===== src/rtl/dcr_pkg.sv =====
package dcr_pkg;

  // Coefficient and shift-amount widths of the dequantizer
  localparam int COEF_W    = 16;
  localparam int QP_W      = 4;
  // Rounding right shifts for the two block sizes and for the residual
  localparam int SH_SMALL  = 4;
  localparam int SH_LARGE  = 6;
  localparam int SH_RES    = 6;
  // Residual width: a 16-bit value shifted by 6, plus one bit for rounding up
  localparam int RES_W     = COEF_W - SH_RES + 1;

  typedef enum logic [2:0] {
    ST_IDLE,
    ST_MUL,
    ST_SHF,
    ST_RES,
    ST_ROWS
  } dcr_state_e;

  typedef struct packed {
    logic              blk8;
    logic              pre_dq;
    logic [COEF_W-1:0] dc;
    logic [COEF_W-1:0] iscale;
    logic [COEF_W-1:0] weight;
    logic [QP_W-1:0]   qp;
    logic [COEF_W-1:0] alt;
  } dcr_job_t;

endpackage


===== src/rtl/dcr_ctrl.sv =====
module dcr_ctrl
  import dcr_pkg::*;
#(
  parameter int MAX_N = 8
) (
  input  logic clk,
  input  logic rst_n,
  input  logic start_i,
  input  logic blk8_i,        // latched block size
  input  logic pred_valid_i,
  input  logic rec_ready_i,
  output logic load_job_o,
  output logic en_mul_o,
  output logic en_shf_o,
  output logic en_res_o,
  output logic pred_ready_o,
  output logic rec_valid_o,
  output logic busy_o,
  output logic done_o
);

  localparam int CNT_W = $clog2(MAX_N);
  localparam logic [CNT_W-1:0] LAST_LARGE = CNT_W'(MAX_N - 1);
  localparam logic [CNT_W-1:0] LAST_SMALL = CNT_W'(MAX_N / 2 - 1);

  dcr_state_e       state_q, state_d;
  logic [CNT_W-1:0] row_q, row_d;
  logic             done_q, done_d;
  logic             in_rows, fire, last_row;

  always_comb begin
    in_rows   = (state_q == ST_ROWS);
    fire      = in_rows & pred_valid_i & rec_ready_i;
    last_row  = (row_q == (blk8_i ? LAST_LARGE : LAST_SMALL));
    load_job_o = (state_q == ST_IDLE) & start_i;
    en_mul_o  = (state_q == ST_MUL);
    en_shf_o  = (state_q == ST_SHF);
    en_res_o  = (state_q == ST_RES);

    state_d = state_q;
    row_d   = row_q;
    done_d  = 1'b0;
    unique case (state_q)
      ST_IDLE: if (start_i) begin
        state_d = ST_MUL;
        row_d   = '0;
      end
      ST_MUL:  state_d = ST_SHF;
      ST_SHF:  state_d = ST_RES;
      ST_RES:  state_d = ST_ROWS;
      ST_ROWS: if (fire) begin
        if (last_row) begin
          state_d = ST_IDLE;
          done_d  = 1'b1;
        end else begin
          row_d = row_q + CNT_W'(1);
        end
      end
      default: state_d = ST_IDLE;
    endcase
  end

  always_ff @(posedge clk or negedge rst_n) begin
    if (!rst_n) begin
      state_q <= ST_IDLE;
      row_q   <= '0;
      done_q  <= 1'b0;
    end else begin
      state_q <= state_d;
      row_q   <= row_d;
      done_q  <= done_d;
    end
  end

  assign pred_ready_o = in_rows & rec_ready_i;
  assign rec_valid_o  = in_rows & pred_valid_i;
  assign busy_o       = (state_q != ST_IDLE);
  assign done_o       = done_q;

endmodule


===== src/rtl/dcr_dequant.sv =====
module dcr_dequant
  import dcr_pkg::*;
(
  input  logic                    clk,
  input  logic                    rst_n,
  input  logic                    en_mul_i,
  input  logic                    en_shf_i,
  input  logic                    en_res_i,
  input  dcr_job_t                job_i,
  output logic signed [RES_W-1:0] res_o
);

  localparam int PROD_W = 2 * COEF_W;
  localparam int EXT_W  = PROD_W + 1;
  localparam int DQX_W  = COEF_W + 1;

  // Rounding arithmetic right shift followed by signed saturation to COEF_W bits
  function automatic logic [COEF_W-1:0] rshift_sat(input logic signed [EXT_W-1:0] v,
                                                    input int unsigned            sh);
    logic signed [EXT_W-1:0] bias;
    logic signed [EXT_W-1:0] r;
    logic                    fits;
    bias = EXT_W'(1) << (sh - 1);
    r    = (v + bias) >>> sh;
    fits = (&r[EXT_W-1:COEF_W-1]) | ~(|r[EXT_W-1:COEF_W-1]);
    if (fits)             rshift_sat = r[COEF_W-1:0];
    else if (r[EXT_W-1])  rshift_sat = {1'b1, {(COEF_W-1){1'b0}}};
    else                  rshift_sat = {1'b0, {(COEF_W-1){1'b1}}};
  endfunction

  logic        [PROD_W-1:0] scale_full;
  logic signed [PROD_W-1:0] scale_ext, dc_ext;
  logic signed [PROD_W-1:0] mult_d, mult_q;
  logic signed [PROD_W-1:0] shl;
  logic signed [EXT_W-1:0]  shl_ext;
  logic        [COEF_W-1:0] dq_small, dq_large;
  logic        [COEF_W-1:0] dq_d, dq_q;
  logic signed [DQX_W-1:0]  dq_ext, res_full;
  logic signed [RES_W-1:0]  res_d, res_q;

  // Stage 1: scale factor and signed product
  always_comb begin
    scale_full = PROD_W'(job_i.iscale) * PROD_W'(job_i.weight);
    scale_ext  = {{COEF_W{scale_full[COEF_W-1]}}, scale_full[COEF_W-1:0]};
    dc_ext     = {{COEF_W{job_i.dc[COEF_W-1]}}, job_i.dc};
    mult_d     = dc_ext * scale_ext;
  end

  // Stage 2: left shift within 32 bits, rounding right shift, saturation, bypass
  always_comb begin
    shl      = mult_q <<< job_i.qp;
    shl_ext  = {shl[PROD_W-1], shl};
    dq_small = rshift_sat(shl_ext, SH_SMALL);
    dq_large = rshift_sat(shl_ext, SH_LARGE);
    if (job_i.pre_dq & ~job_i.blk8) dq_d = job_i.alt;
    else if (job_i.blk8)            dq_d = dq_large;
    else                            dq_d = dq_small;
  end

  // Stage 3: residual rounding
  always_comb begin
    dq_ext   = {dq_q[COEF_W-1], dq_q};
    res_full = (dq_ext + DQX_W'(1 << (SH_RES - 1))) >>> SH_RES;
    res_d    = res_full[RES_W-1:0];
  end

  always_ff @(posedge clk or negedge rst_n) begin
    if (!rst_n) begin
      mult_q <= '0;
      dq_q   <= '0;
      res_q  <= '0;
    end else begin
      if (en_mul_i) mult_q <= mult_d;
      if (en_shf_i) dq_q   <= dq_d;
      if (en_res_i) res_q  <= res_d;
    end
  end

  assign res_o = res_q;

endmodule


===== src/rtl/dcr_row_adder.sv =====
module dcr_row_adder
  import dcr_pkg::*;
#(
  parameter int PIX_W = 8,
  parameter int MAX_N = 8
) (
  input  logic                    blk8_i,
  input  logic signed [RES_W-1:0] res_i,
  input  logic [PIX_W*MAX_N-1:0]  row_i,
  output logic [PIX_W*MAX_N-1:0]  row_o
);

  localparam int SUM_W = ((PIX_W + 1 > RES_W) ? PIX_W + 1 : RES_W) + 1;

  for (genvar k = 0; k < MAX_N; k++) begin : g_lane
    logic signed [SUM_W-1:0] pix_ext, res_ext, sum;
    logic        [PIX_W-1:0] clipped;
    logic                    active;

    always_comb begin
      pix_ext = {{(SUM_W-PIX_W){1'b0}}, row_i[k*PIX_W +: PIX_W]};
      res_ext = {{(SUM_W-RES_W){res_i[RES_W-1]}}, res_i};
      sum     = pix_ext + res_ext;
      if (sum[SUM_W-1])                 clipped = '0;
      else if (|sum[SUM_W-2:PIX_W])     clipped = '1;
      else                              clipped = sum[PIX_W-1:0];
      active  = blk8_i | (k < MAX_N / 2);
    end

    assign row_o[k*PIX_W +: PIX_W] = active ? clipped : '0;
  end

endmodule


===== src/rtl/dcr_unit.sv =====
module dcr_unit
  import dcr_pkg::*;
#(
  parameter int PIX_W = 8,
  parameter int MAX_N = 8
) (
  input  logic                   clk,
  input  logic                   rst_n,
  input  logic                   start_i,
  input  logic                   blk8_i,
  input  logic                   pre_dq_i,
  input  logic [15:0]            dc_coef_i,
  input  logic [15:0]            iscale_i,
  input  logic [15:0]            weight_i,
  input  logic [3:0]             qp_shift_i,
  input  logic [15:0]            dc_alt_i,
  output logic                   busy_o,
  input  logic                   pred_valid_i,
  output logic                   pred_ready_o,
  input  logic [PIX_W*MAX_N-1:0] pred_row_i,
  output logic                   rec_valid_o,
  input  logic                   rec_ready_i,
  output logic [PIX_W*MAX_N-1:0] rec_row_o,
  output logic                   done_o
);

  logic [1:0]              rst_sync_q;
  logic                    rst_int_n;
  dcr_job_t                job_q, job_d;
  logic                    load_job, en_mul, en_shf, en_res;
  logic signed [RES_W-1:0] residual;

  // Asynchronous assertion, synchronous release
  always_ff @(posedge clk or negedge rst_n) begin
    if (!rst_n) rst_sync_q <= '0;
    else        rst_sync_q <= {rst_sync_q[0], 1'b1};
  end
  assign rst_int_n = rst_sync_q[1];

  always_comb begin
    job_d.blk8   = blk8_i;
    job_d.pre_dq = pre_dq_i;
    job_d.dc     = dc_coef_i;
    job_d.iscale = iscale_i;
    job_d.weight = weight_i;
    job_d.qp     = qp_shift_i;
    job_d.alt    = dc_alt_i;
  end

  always_ff @(posedge clk or negedge rst_int_n) begin
    if (!rst_int_n)    job_q <= '0;
    else if (load_job) job_q <= job_d;
  end

  dcr_ctrl #(.MAX_N(MAX_N)) u_ctrl (
    .clk          (clk),
    .rst_n        (rst_int_n),
    .start_i      (start_i),
    .blk8_i       (job_q.blk8),
    .pred_valid_i (pred_valid_i),
    .rec_ready_i  (rec_ready_i),
    .load_job_o   (load_job),
    .en_mul_o     (en_mul),
    .en_shf_o     (en_shf),
    .en_res_o     (en_res),
    .pred_ready_o (pred_ready_o),
    .rec_valid_o  (rec_valid_o),
    .busy_o       (busy_o),
    .done_o       (done_o)
  );

  dcr_dequant u_dequant (
    .clk      (clk),
    .rst_n    (rst_int_n),
    .en_mul_i (en_mul),
    .en_shf_i (en_shf),
    .en_res_i (en_res),
    .job_i    (job_q),
    .res_o    (residual)
  );

  dcr_row_adder #(.PIX_W(PIX_W), .MAX_N(MAX_N)) u_adder (
    .blk8_i (job_q.blk8),
    .res_i  (residual),
    .row_i  (pred_row_i),
    .row_o  (rec_row_o)
  );

endmodule


===== config.mk =====
export PLATFORM = sky130hd
export DESIGN_NAME = dcr_unit
export DESIGN_NICKNAME = d
export VERILOG_FILES = /design/src/rtl/dcr_pkg.sv /design/src/rtl/dcr_ctrl.sv /design/src/rtl/dcr_dequant.sv /design/src/rtl/dcr_row_adder.sv /design/src/rtl/dcr_unit.sv
export SDC_FILE = /design/constraint.sdc
export NUM_CORES = 1
export LEC_CHECK = 0
export ABC_AREA = 1
export BUFFER_PORTS_ARGS = -buffer_cell sky130_fd_sc_hd__buf_2
export CORE_UTILIZATION = 47
export DETAILED_ROUTE_END_ITERATION = 12
export PLACE_DENSITY = 0.67
export SYNTH_ARGS = -nofsm -noshare
export SYNTH_HDL_FRONTEND = slang
export SYNTH_HIERARCHICAL = 1
export SYNTH_SLANG_ARGS = --single-unit

===== constraint.sdc =====
create_clock -name clk -period 8.5 [get_ports clk]
set_clock_uncertainty 0.05 [all_clocks]
set_input_delay 2.55 -clock clk [delete_from_list [all_inputs] [get_ports clk]]
set_output_delay 2.55 -clock clk [all_outputs]
set_load 0.01 [all_outputs]

After elaboration in Yosys (flattened, before gate mapping)
Cells that the tools add are included.
{"block": "word_totals", "reg_bits": 138, "latch_bits": 0, "mem_bits_rw": 0, "mem_bits_ro": 0, "in_bits": 139, "output_inout_bits": 68, "wordCells": 103, "n_memories": 0}
{"block": "op_classes", "add_sub_neg": 12, "multipliers": 2, "n_div": 0, "magnitude_cmp": 0, "n_eq_ne": 9, "n_shift": 1, "n_mux": 38, "bitwise": 10, "n_reduce_logical": 17}
{"op": "8-bit 2-to-1 mux", "count": 20}
{"op": "9-bit by 11-bit adder with 12-bit output", "count": 8}
{"op": "16-bit 2-to-1 mux", "count": 6}
{"op": "32-bit by 5-bit adder with 33-bit output (second input constant)", "count": 1}
{"op": "32-bit by 7-bit adder with 33-bit output (second input constant)", "count": 1}
{"op": "16-bit by 16-bit multiplier with 32-bit output", "count": 1}
{"op": "32-bit by 4-bit <<< shifter with 32-bit output", "count": 1}
{"op": "3-bit OR reduction", "count": 8}
{"op": "3-bit 2-to-1 mux", "count": 7}
{"op": "16-bit by 7-bit adder with 17-bit output (second input constant)", "count": 1}
{"op": "16-bit by 16-bit multiplier with 16-bit output", "count": 1}
{"op": "3-bit one-hot mux with 5 select lines", "count": 1}
{"op": "14-bit AND reduction", "count": 1}
{"op": "14-bit OR reduction", "count": 1}
{"op": "12-bit AND reduction", "count": 1}
{"op": "12-bit OR reduction", "count": 1}
{"op": "2-bit inequality test (second input constant)", "count": 4}
{"op": "3-bit by 2-bit == test with 1-bit output (second input constant)", "count": 2}
{"op": "3-bit one-hot mux with 2 select lines", "count": 1}
{"op": "1-bit AND", "count": 5}
{"op": "4-bit AND reduction", "count": 1}
{"op": "3-bit by 1-bit adder with 3-bit output (second input constant)", "count": 1}
{"op": "3-bit by 1-bit == test with 1-bit output (second input constant)", "count": 1}
{"op": "3-bit == test", "count": 1}
{"op": "8 further kinds", "count": 13}

Logic depth before layout (Yosys ltp)
Gate-level depths: netlist (run 1).
{"block": "depth", "depth_word": 8, "mapped_depth": 50, "ltp_nobuf": 48}

By module
Netlist (run 1), hierarchy kept.
{"module": "dcr_dequant", "n_inst": 1, "cells_each": 2785, "area_per_inst_um2": 19447.4, "seq_area_each_um2": 1351.3}
{"module": "dcr_row_adder", "n_inst": 1, "cells_each": 817, "area_per_inst_um2": 4357.9, "seq_area_each_um2": 0.0}
{"module": "dcr_unit", "n_inst": 1, "cells_each": 299, "area_per_inst_um2": 2745.1, "seq_area_each_um2": 1801.7}
{"module": "dcr_ctrl", "n_inst": 1, "cells_each": 57, "area_per_inst_um2": 451.7, "seq_area_each_um2": 175.2}

Worst setup path after synthesis (run 1)
OpenSTA, ideal clock, no wires.
{"block": "synth_timing", "kind": "reg-to-reg", "start": "register job_q[40] in the netlist's numbering", "end": "register u_dequant.mult_q[29]", "setup_ps": 83, "arrival_time_ps": 10625, "required_time_ps": 8367, "setup_slack_ps": -2257, "stages_incl_launch_ff": 48, "path_buffers": 2, "synth_period_minus_slack_ps": 10757, "cell_sequence": "dfrtp_1 -> clkbuf_1 -> nand2_1 -> inv_1 -> fa_1 -> inv_1 -> fa_1 -> fa_1 -> inv_1 -> ha_1 -> fa_1 -> inv_1 -> fa_1 -> inv_1 -> ha_1 -> nand2_1 -> o21ai_0 -> a21oi_1 -> [12 not listed] -> fa_1 -> inv_1 -> fa_1 -> fa_1 -> fa_1 -> inv_1 -> fa_1 -> inv_1 -> ha_1 -> nand2_1 -> nor4_1 -> nand3_1 -> nand3_1 -> nand3_1 -> nand2_1 -> a31oi_1 -> xor2_1 -> o21ai_0"}
{"block": "synth_via", "elab_chain_cells": 2}
{"item": "start, declared", "line": "dcr_unit.sv:29", "text": "dcr_job_t job_q, job_d;"}
{"item": "start signal, assigned", "line": "dcr_unit.sv:52", "text": "else if (load_job) job_q <= job_d;"}
{"item": "16-bit by 16-bit multiplier with 16-bit output", "line": "dcr_dequant.sv:43", "text": "scale_full = PROD_W'(job_i.iscale) * PROD_W'(job_i.weight);"}
{"item": "16-bit by 16-bit multiplier with 32-bit output", "line": "dcr_dequant.sv:46", "text": "mult_d = dc_ext * scale_ext;"}
{"item": "end signal, assigned", "line": "dcr_dequant.sv:73", "text": "if (en_mul_i) mult_q <= mult_d;"}
{"item": "end, declared", "line": "dcr_dequant.sv:33", "text": "logic signed [PROD_W-1:0] mult_d, mult_q;"}
Every way passes these cells.
A chain may end at the register's enable or synchronous reset.

Worst setup path after layout (run 1)
{"block": "layout_timing", "start": "register job_q[41] in the netlist's numbering", "end": "register u_dequant.mult_q[28]"}
The elaborated chain is that of the path after synthesis.

==> results.yml, run 1 <==
place:
  final_weighted_congestion_in_routability_driven_placement: 0.9494
  port_buffers: 201
  detailedPlace.worstSlack_ns: -1.886
  post-dp-hpwl_mm: 61.80
setup_path:
  cp-start-kind: "flip-flop"
  crit_slowest_cell: "fa_2"
  critPathArrivalTime_ns: 10.58
  timing.rr.end: "u_dequant/mult_q[28]$_DFFE_PN0P_"
  timing.critical_path.to_type: "flip-flop"
  path_max_fanout: 6
  critPathMostFrequentCell: "fa_1"
  reg2reg_depth: 39
  max_stage_delay_ns: 0.63
  criticalPathCategory: "reg -> reg"
  r2r_startpoint: "job_q[41]$_DFFE_PN0P_"
  r2r_slack_ns: -1.74
  crit_required_ns: 8.84
min_path:
  hold_path_class: "reg -> async"
clocking:
  worst_skew_pair.late_latency_ns: 0.48
  cts_root_buffer: "clkbuf_16"
  clkTransAtPathRegs_ns: 0.07
  htree_num_levels: 4
  ctsLongestPathBuffers: 2
  tritoncts_buffers: 17
  post_cts_hold_buffers: 0
  clock-sinks: 128
  cts_tree: "built"
grt:
  grt_max_degree: 66
  global_route.usage.met3_pct: 4.735
  grt_first_pass_wirelength_mm: 125.5
  grt_pass1_vias: 25150
  gr-usage-met1_pct: 36.23
  track_usage_pct: 27.50
  global_route.overflow_total: 0
  use_met2_pct: 46.47
  global_route.peak_usage_layer: "met2"
  initial_antenna_violation_count: 7
sta:
  timing.final.setup_violations: 21
  report.final.slew_viol_count: 0
  max_transition_margin_pct: 28.73
  final-hold-violation-count: 0
  timing_worst_slew_pin_value_ns: 1.069
  unrepaired_setup_endpoints_after_global_routing: "yes"
  fin_crit_ns: 10.24
  fmax_mhz: 97.67
  timing.final.ws_setup_ns: -1.739
  worst_hold_slack_ns: 0.2149
  setup_total_negative_slack_ns: -26.76
  final.period_utilization_pct: 120.5
routing:
  vias: 25400
  antenna_left: 0
  routed_wl_mm: 76.91
  drt_pre_antenna_iters: 6
  post_drt_wl_per_cell_um: 15.10
  remaining_design_rule_violation_count: 0
  drt-initial-drc-count: 1690
  vias_per_cell: 4.986
die:
  die_y_um: 240.9
  horizontal_die_dimension_um: 240.9
  std_cell_rows: 87
  initial_util_pct: 47.57
  core_um2: 56390
  boundaryPins: 207
  dieArea_um2: 58030
synthesis:
  synth_nets: 4624
  synthCells: 3938
  avgSynthCellArea_um2: 6.811
  netlist_area_um2: 26820
  yosysWarningCount: 6
status:
  failed_checks: "setup timing"
  result_of_the_run: "finished, violations left"
finish:
  drive_gt1_share_pct: 18.87
  nNetsFinal: 5002
  areaGrowthSynthToFinish_pct: 20.23
  fillers: 5449
job:
  maximum_capacitance_violations: 0
flip-flops by register name, indices dropped and copies added, names as in the netlist:
register and flops:
job_q 65, u_dequant/mult_q 32, u_dequant/dq_q 11, u_dequant/res_o 11, u_ctrl/row_q 3, u_ctrl/state_q 3
rst_sync_q 2, u_ctrl/done_o 1
per-stage QoR:
step / instance area (µm²) / instances / util (%)
floorplan: 27430 / 3938 / -
global placement: 30490 / 5008 / 54.07
detailed placement: 30490 / 5008 / 54.07
CTS: 31790 / 5069 / 56.37
global route: 32230 / 5089 / 57.17
finish: 32250 / 5094 / 57.19
metal layers:
| layer | vias up | part of all wire [%] |
|---|---|---|
| met2 | 671 | 47 |
| met5 | - | 0.039 |
| met4 | 4 | 2.3 |
| li1 | 12530 | - |
| met3 | 108 | 6.1 |
| met1 | 12080 | 44 |
final cells by class:
type	count	area [µm²]	share of cell area (%)
sequential	128	3223	9.995
antenna	9	22.52	0.06984
clock buffer	17	425.4	1.319
timing repair inverter	1	8.758	0.02716
tap	756	945.9	2.933
multi-input combinational	2889	21100	65.43
inverter	810	3073	9.529
clock inverter	15	196.4	0.6092
timing repair buffer	469	3252	10.08
how the worst max path moves through the flow:
stage / cells after the start / slack [ns] / end / from
4_1_cts: 43 / -1.75 / u_dequant/mult_q[28]$_DFFE_PN0P_ / job_q[24]$_DFFE_PN0P_
3_5_place_dp: 46 / -1.89 / u_dequant/mult_q[31]$_DFFE_PN0P_ / job_q[21]$_DFFE_PN0P_
2_1_floorplan: 42 / -1.18 / u_dequant/mult_q[28]$_DFFE_PN0P_ / job_q[41]$_DFFE_PN0P_
5_1_grt: 46 / -2.16 / u_dequant/mult_q[30]$_DFFE_PN0P_ / job_q[42]$_DFFE_PN0P_
6_report: 39 / -1.74 / u_dequant/mult_q[28]$_DFFE_PN0P_ / job_q[41]$_DFFE_PN0P_
3_3_place_gp: 41 / -1.82 / u_dequant/mult_q[28]$_DFFE_PN0P_ / job_q[25]$_DFFE_PN0P_
repair_timing:
item	CTS	global route
pin swaps	87	72
setup buffers	28	18
cloned	1	1
endpoints found under the setup margin	23	23
resized for setup	131	102
worst max-delay path: cells and delay by family (launching register included):
kind,cells,cell delay [ns]
xor+xnor,5,0.86
buf+inv,10,0.87
simple gates,6,0.77
fa+ha+maj,13,6.22
flops,1,0.45
compound gates,5,0.90
placed cells by master, fill, tap and decap left out, drive strengths merged:
cell,count
a21oi,90
clkbuf,18
a31oi,6
xor2,75
nor3,12
o21bai,6
dfrtp,128
a311oi,1
o311ai,1
xnor2,44
nor4,3
or2,17
o22ai,1
a21o,3
nor2,340
nand3b,5
o221ai,1
fa,351
o31ai,6
inv,814
clkinv,9
nand4,30
a21boi,4
ha,196
bufinv,3
buf,468
o21ai,63
nand2,1339
a211oi,2
o211ai,5
conb,1
nand3,287
diode,9
Power of run 1 is not shown: default switching activity piles up to over one toggle a cycle in this logic, so the estimate is an artifact.
==> run 2: changes to the inputs <==
--- a/config.mk
+++ b/config.mk
@@ -9,6 +9,7 @@
 export BUFFER_PORTS_ARGS = -buffer_cell sky130_fd_sc_hd__buf_2
 export CORE_UTILIZATION = 47
 export DETAILED_ROUTE_END_ITERATION = 12
+export GPL_TIMING_DRIVEN = 0
 export PLACE_DENSITY = 0.67
 export SYNTH_ARGS = -nofsm -noshare
 export SYNTH_HDL_FRONTEND = slang
==> run 2 against run 1 <==
  * Critical path depth is 5 higher
  * Hold slack lost 0.041 ns
  * Core utilization decreased by 1.3 points
  * Final cell count decreased by 1.6%
  * The run still ends with setup timing left
==> results.yml, run 2 (synthesized netlist as in run 1, its figures left out) <==
setup_path:
  reg2reg_depth: 44
  criticalPathCategory: "reg -> reg"
  max_stage_delay_ns: 0.57
  r2r_startpoint: "job_q[26]$_DFFE_PN0P_"
  critPathMostFrequentCell: "fa_1"
  path_max_fanout: 5
  cp-start-kind: "flip-flop"
  crit_slowest_cell: "fa_1"
  r2r_slack_ns: -2.09
  timing.rr.end: "u_dequant/mult_q[29]$_DFFE_PN0P_"
  crit_required_ns: 8.78
  timing.critical_path.to_type: "flip-flop"
  critPathArrivalTime_ns: 10.87
place:
  detailedPlace.worstSlack_ns: -2.425
  post-dp-hpwl_mm: 64.70
  port_buffers: 201
  final_weighted_congestion_in_routability_driven_placement: 0.9423
  placed_cell_area_um2: 29440
routing:
  drt_pre_antenna_iters: 8
  antenna_left: 0
  post_drt_wl_per_cell_um: 15.96
  routed_wl_mm: 80.02
  wl_met2_mm: 37.68
  vias: 25510
  drt-initial-drc-count: 1808
  vias_per_cell: 5.088
  remaining_design_rule_violation_count: 0
  wl_met3_mm: 5.915
  highest_routed_layer: "met5"
  met1_length_mm: 34.61
finish:
  stdcell_area_um2: 31510
  fillers: 5543
  most-common-layout-cells: "nand2_1 (1282), inv_1 (754), fa_1 (335), nor2_1 (304), nand3_1 (269)"
  areaGrowthSynthToFinish_pct: 17.49
  layout.cells.most_common: "nand2_1"
  largest_register_ffs: 65
  drive_gt1_share_pct: 16.22
  registers.top_by_ff_count: "job_q"
  largestRegisters: "job_q: 65 flops, u_dequant/mult_q: 32 flops"
  nNetsFinal: 4926
grt:
  grt_pass1_vias: 24340
  initial_antenna_violation_count: 4
  grt_first_pass_wirelength_mm: 127.8
  global_route.overflow_total: 0
  track_usage_pct: 28.24
  grt_max_degree: 63
die:
  horizontal_die_dimension_um: 240.9
  dieArea_um2: 58030
  die_y_um: 240.9
  core_um2: 56390
  std_cell_rows: 87
  initial_util_pct: 47.57
  boundaryPins: 207
clocking:
  cts_root_buffer: "clkbuf_16"
  post_cts_hold_buffers: 0
  tritoncts_buffers: 17
  ctsLongestPathBuffers: 2
  cts_tree: "built"
  htree_num_levels: 4
  clkTransAtPathRegs_ns: 0.06
  clock-sinks: 128
  worst_skew_pair.late_latency_ns: 0.47
status:
  result_of_the_run: "finished, violations left"
  failed_checks: "setup timing"
sta:
  timing.final.setup_violations: 20
  fmax_mhz: 94.39
  timing.final.ws_setup_ns: -2.094
  report.final.slew_viol_count: 0
  worst_hold_slack_ns: 0.1742
  unrepaired_setup_endpoints_after_global_routing: "yes"
  timing_worst_slew_pin_value_ns: 0.9407
  max_transition_margin_pct: 37.29
  final.period_utilization_pct: 124.6
  fin_crit_ns: 10.59
  final-hold-violation-count: 0
min_path:
  hold_path_class: "reg -> async"
job:
  maximum_capacitance_violations: 0
run 2: cell count changes in the layout (fill, tap and decap cells not counted), sizes merged, moves of 2 or more:
cell and delta:
clkinvlp +2, clkbuf +54, diode -4, bufinv -2, inv -5, buf -124
run 2: repair_timing:
item,4_1_cts,5_1_grt
setup buffers,35,48
cloned,2,0
gates resized for setup,99,153
pin swaps,41,101
setup endpoints to repair,22,23
run 2: critical path: cells and delay by family (launching register included):
kind                       cells  cell delay [ns]
AOI/OAI and AO/OA              4             0.32
adders and majority gates     14             6.61
buffers and inverters         11             0.77
and+or+nand+nor               14             1.98
xor gates and xnor gates       1             0.26
DFF                            1             0.46
run 2: how the worst max path moves through the flow:
stage                                startpoint                          endpoint  slack, ns  cells past startpoint
after detailed placement  job_q[43]$_DFFE_PN0P_  u_dequant/mult_q[29]$_DFFE_PN0P_      -2.43                     38
after global routing      job_q[26]$_DFFE_PN0P_  u_dequant/mult_q[29]$_DFFE_PN0P_      -2.36                     45
after CTS                 job_q[26]$_DFFE_PN0P_  u_dequant/mult_q[31]$_DFFE_PN0P_      -2.02                     45
after global placement    job_q[43]$_DFFE_PN0P_  u_dequant/mult_q[31]$_DFFE_PN0P_      -2.37                     40
after floorplan           job_q[41]$_DFFE_PN0P_  u_dequant/mult_q[28]$_DFFE_PN0P_      -1.18                     42
final                     job_q[26]$_DFFE_PN0P_  u_dequant/mult_q[29]$_DFFE_PN0P_      -2.09                     44
run 2: per-stage QoR:
step / cells / setup TNS [ns] / utilization, %
after floorplan: 3938 / -15.27 / -
after global placement: 4895 / -36.21 / 52.10
after detailed placement: 4897 / -37.50 / 52.20
after CTS: 4961 / -29.83 / 54.35
after global routing: 5011 / -38.03 / 55.87
final: 5014 / -31.85 / 55.89
run 2: final cells by class:
cell class / count / area (µm²) / share of cell area (%)
clock buffers: 22 / 474.2 / 1.505
clock inverters: 10 / 102.6 / 0.3256
multi-input cells: 2889 / 21120 / 67.03
well taps: 756 / 945.9 / 3.002
repair buffers: 288 / 1836 / 5.825
inverters: 810 / 3069 / 9.740
plain buffers: 106 / 728.2 / 2.311
flip-flops and latches: 128 / 3221 / 10.22
diodes: 5 / 12.51 / 0.03970
run 2: routing by layer:
| layer | vias up | GRT usage (%) |
|---|---|---|
| met5 | - | 0 |
| met4 | 4 | 7.039 |
| met3 | 108 | 4.461 |
| met2 | 900 | 47.00 |
| met1 | 12110 | 38.28 |
| li1 | 12390 | - |
Power of run 2 is left out for the same reason.
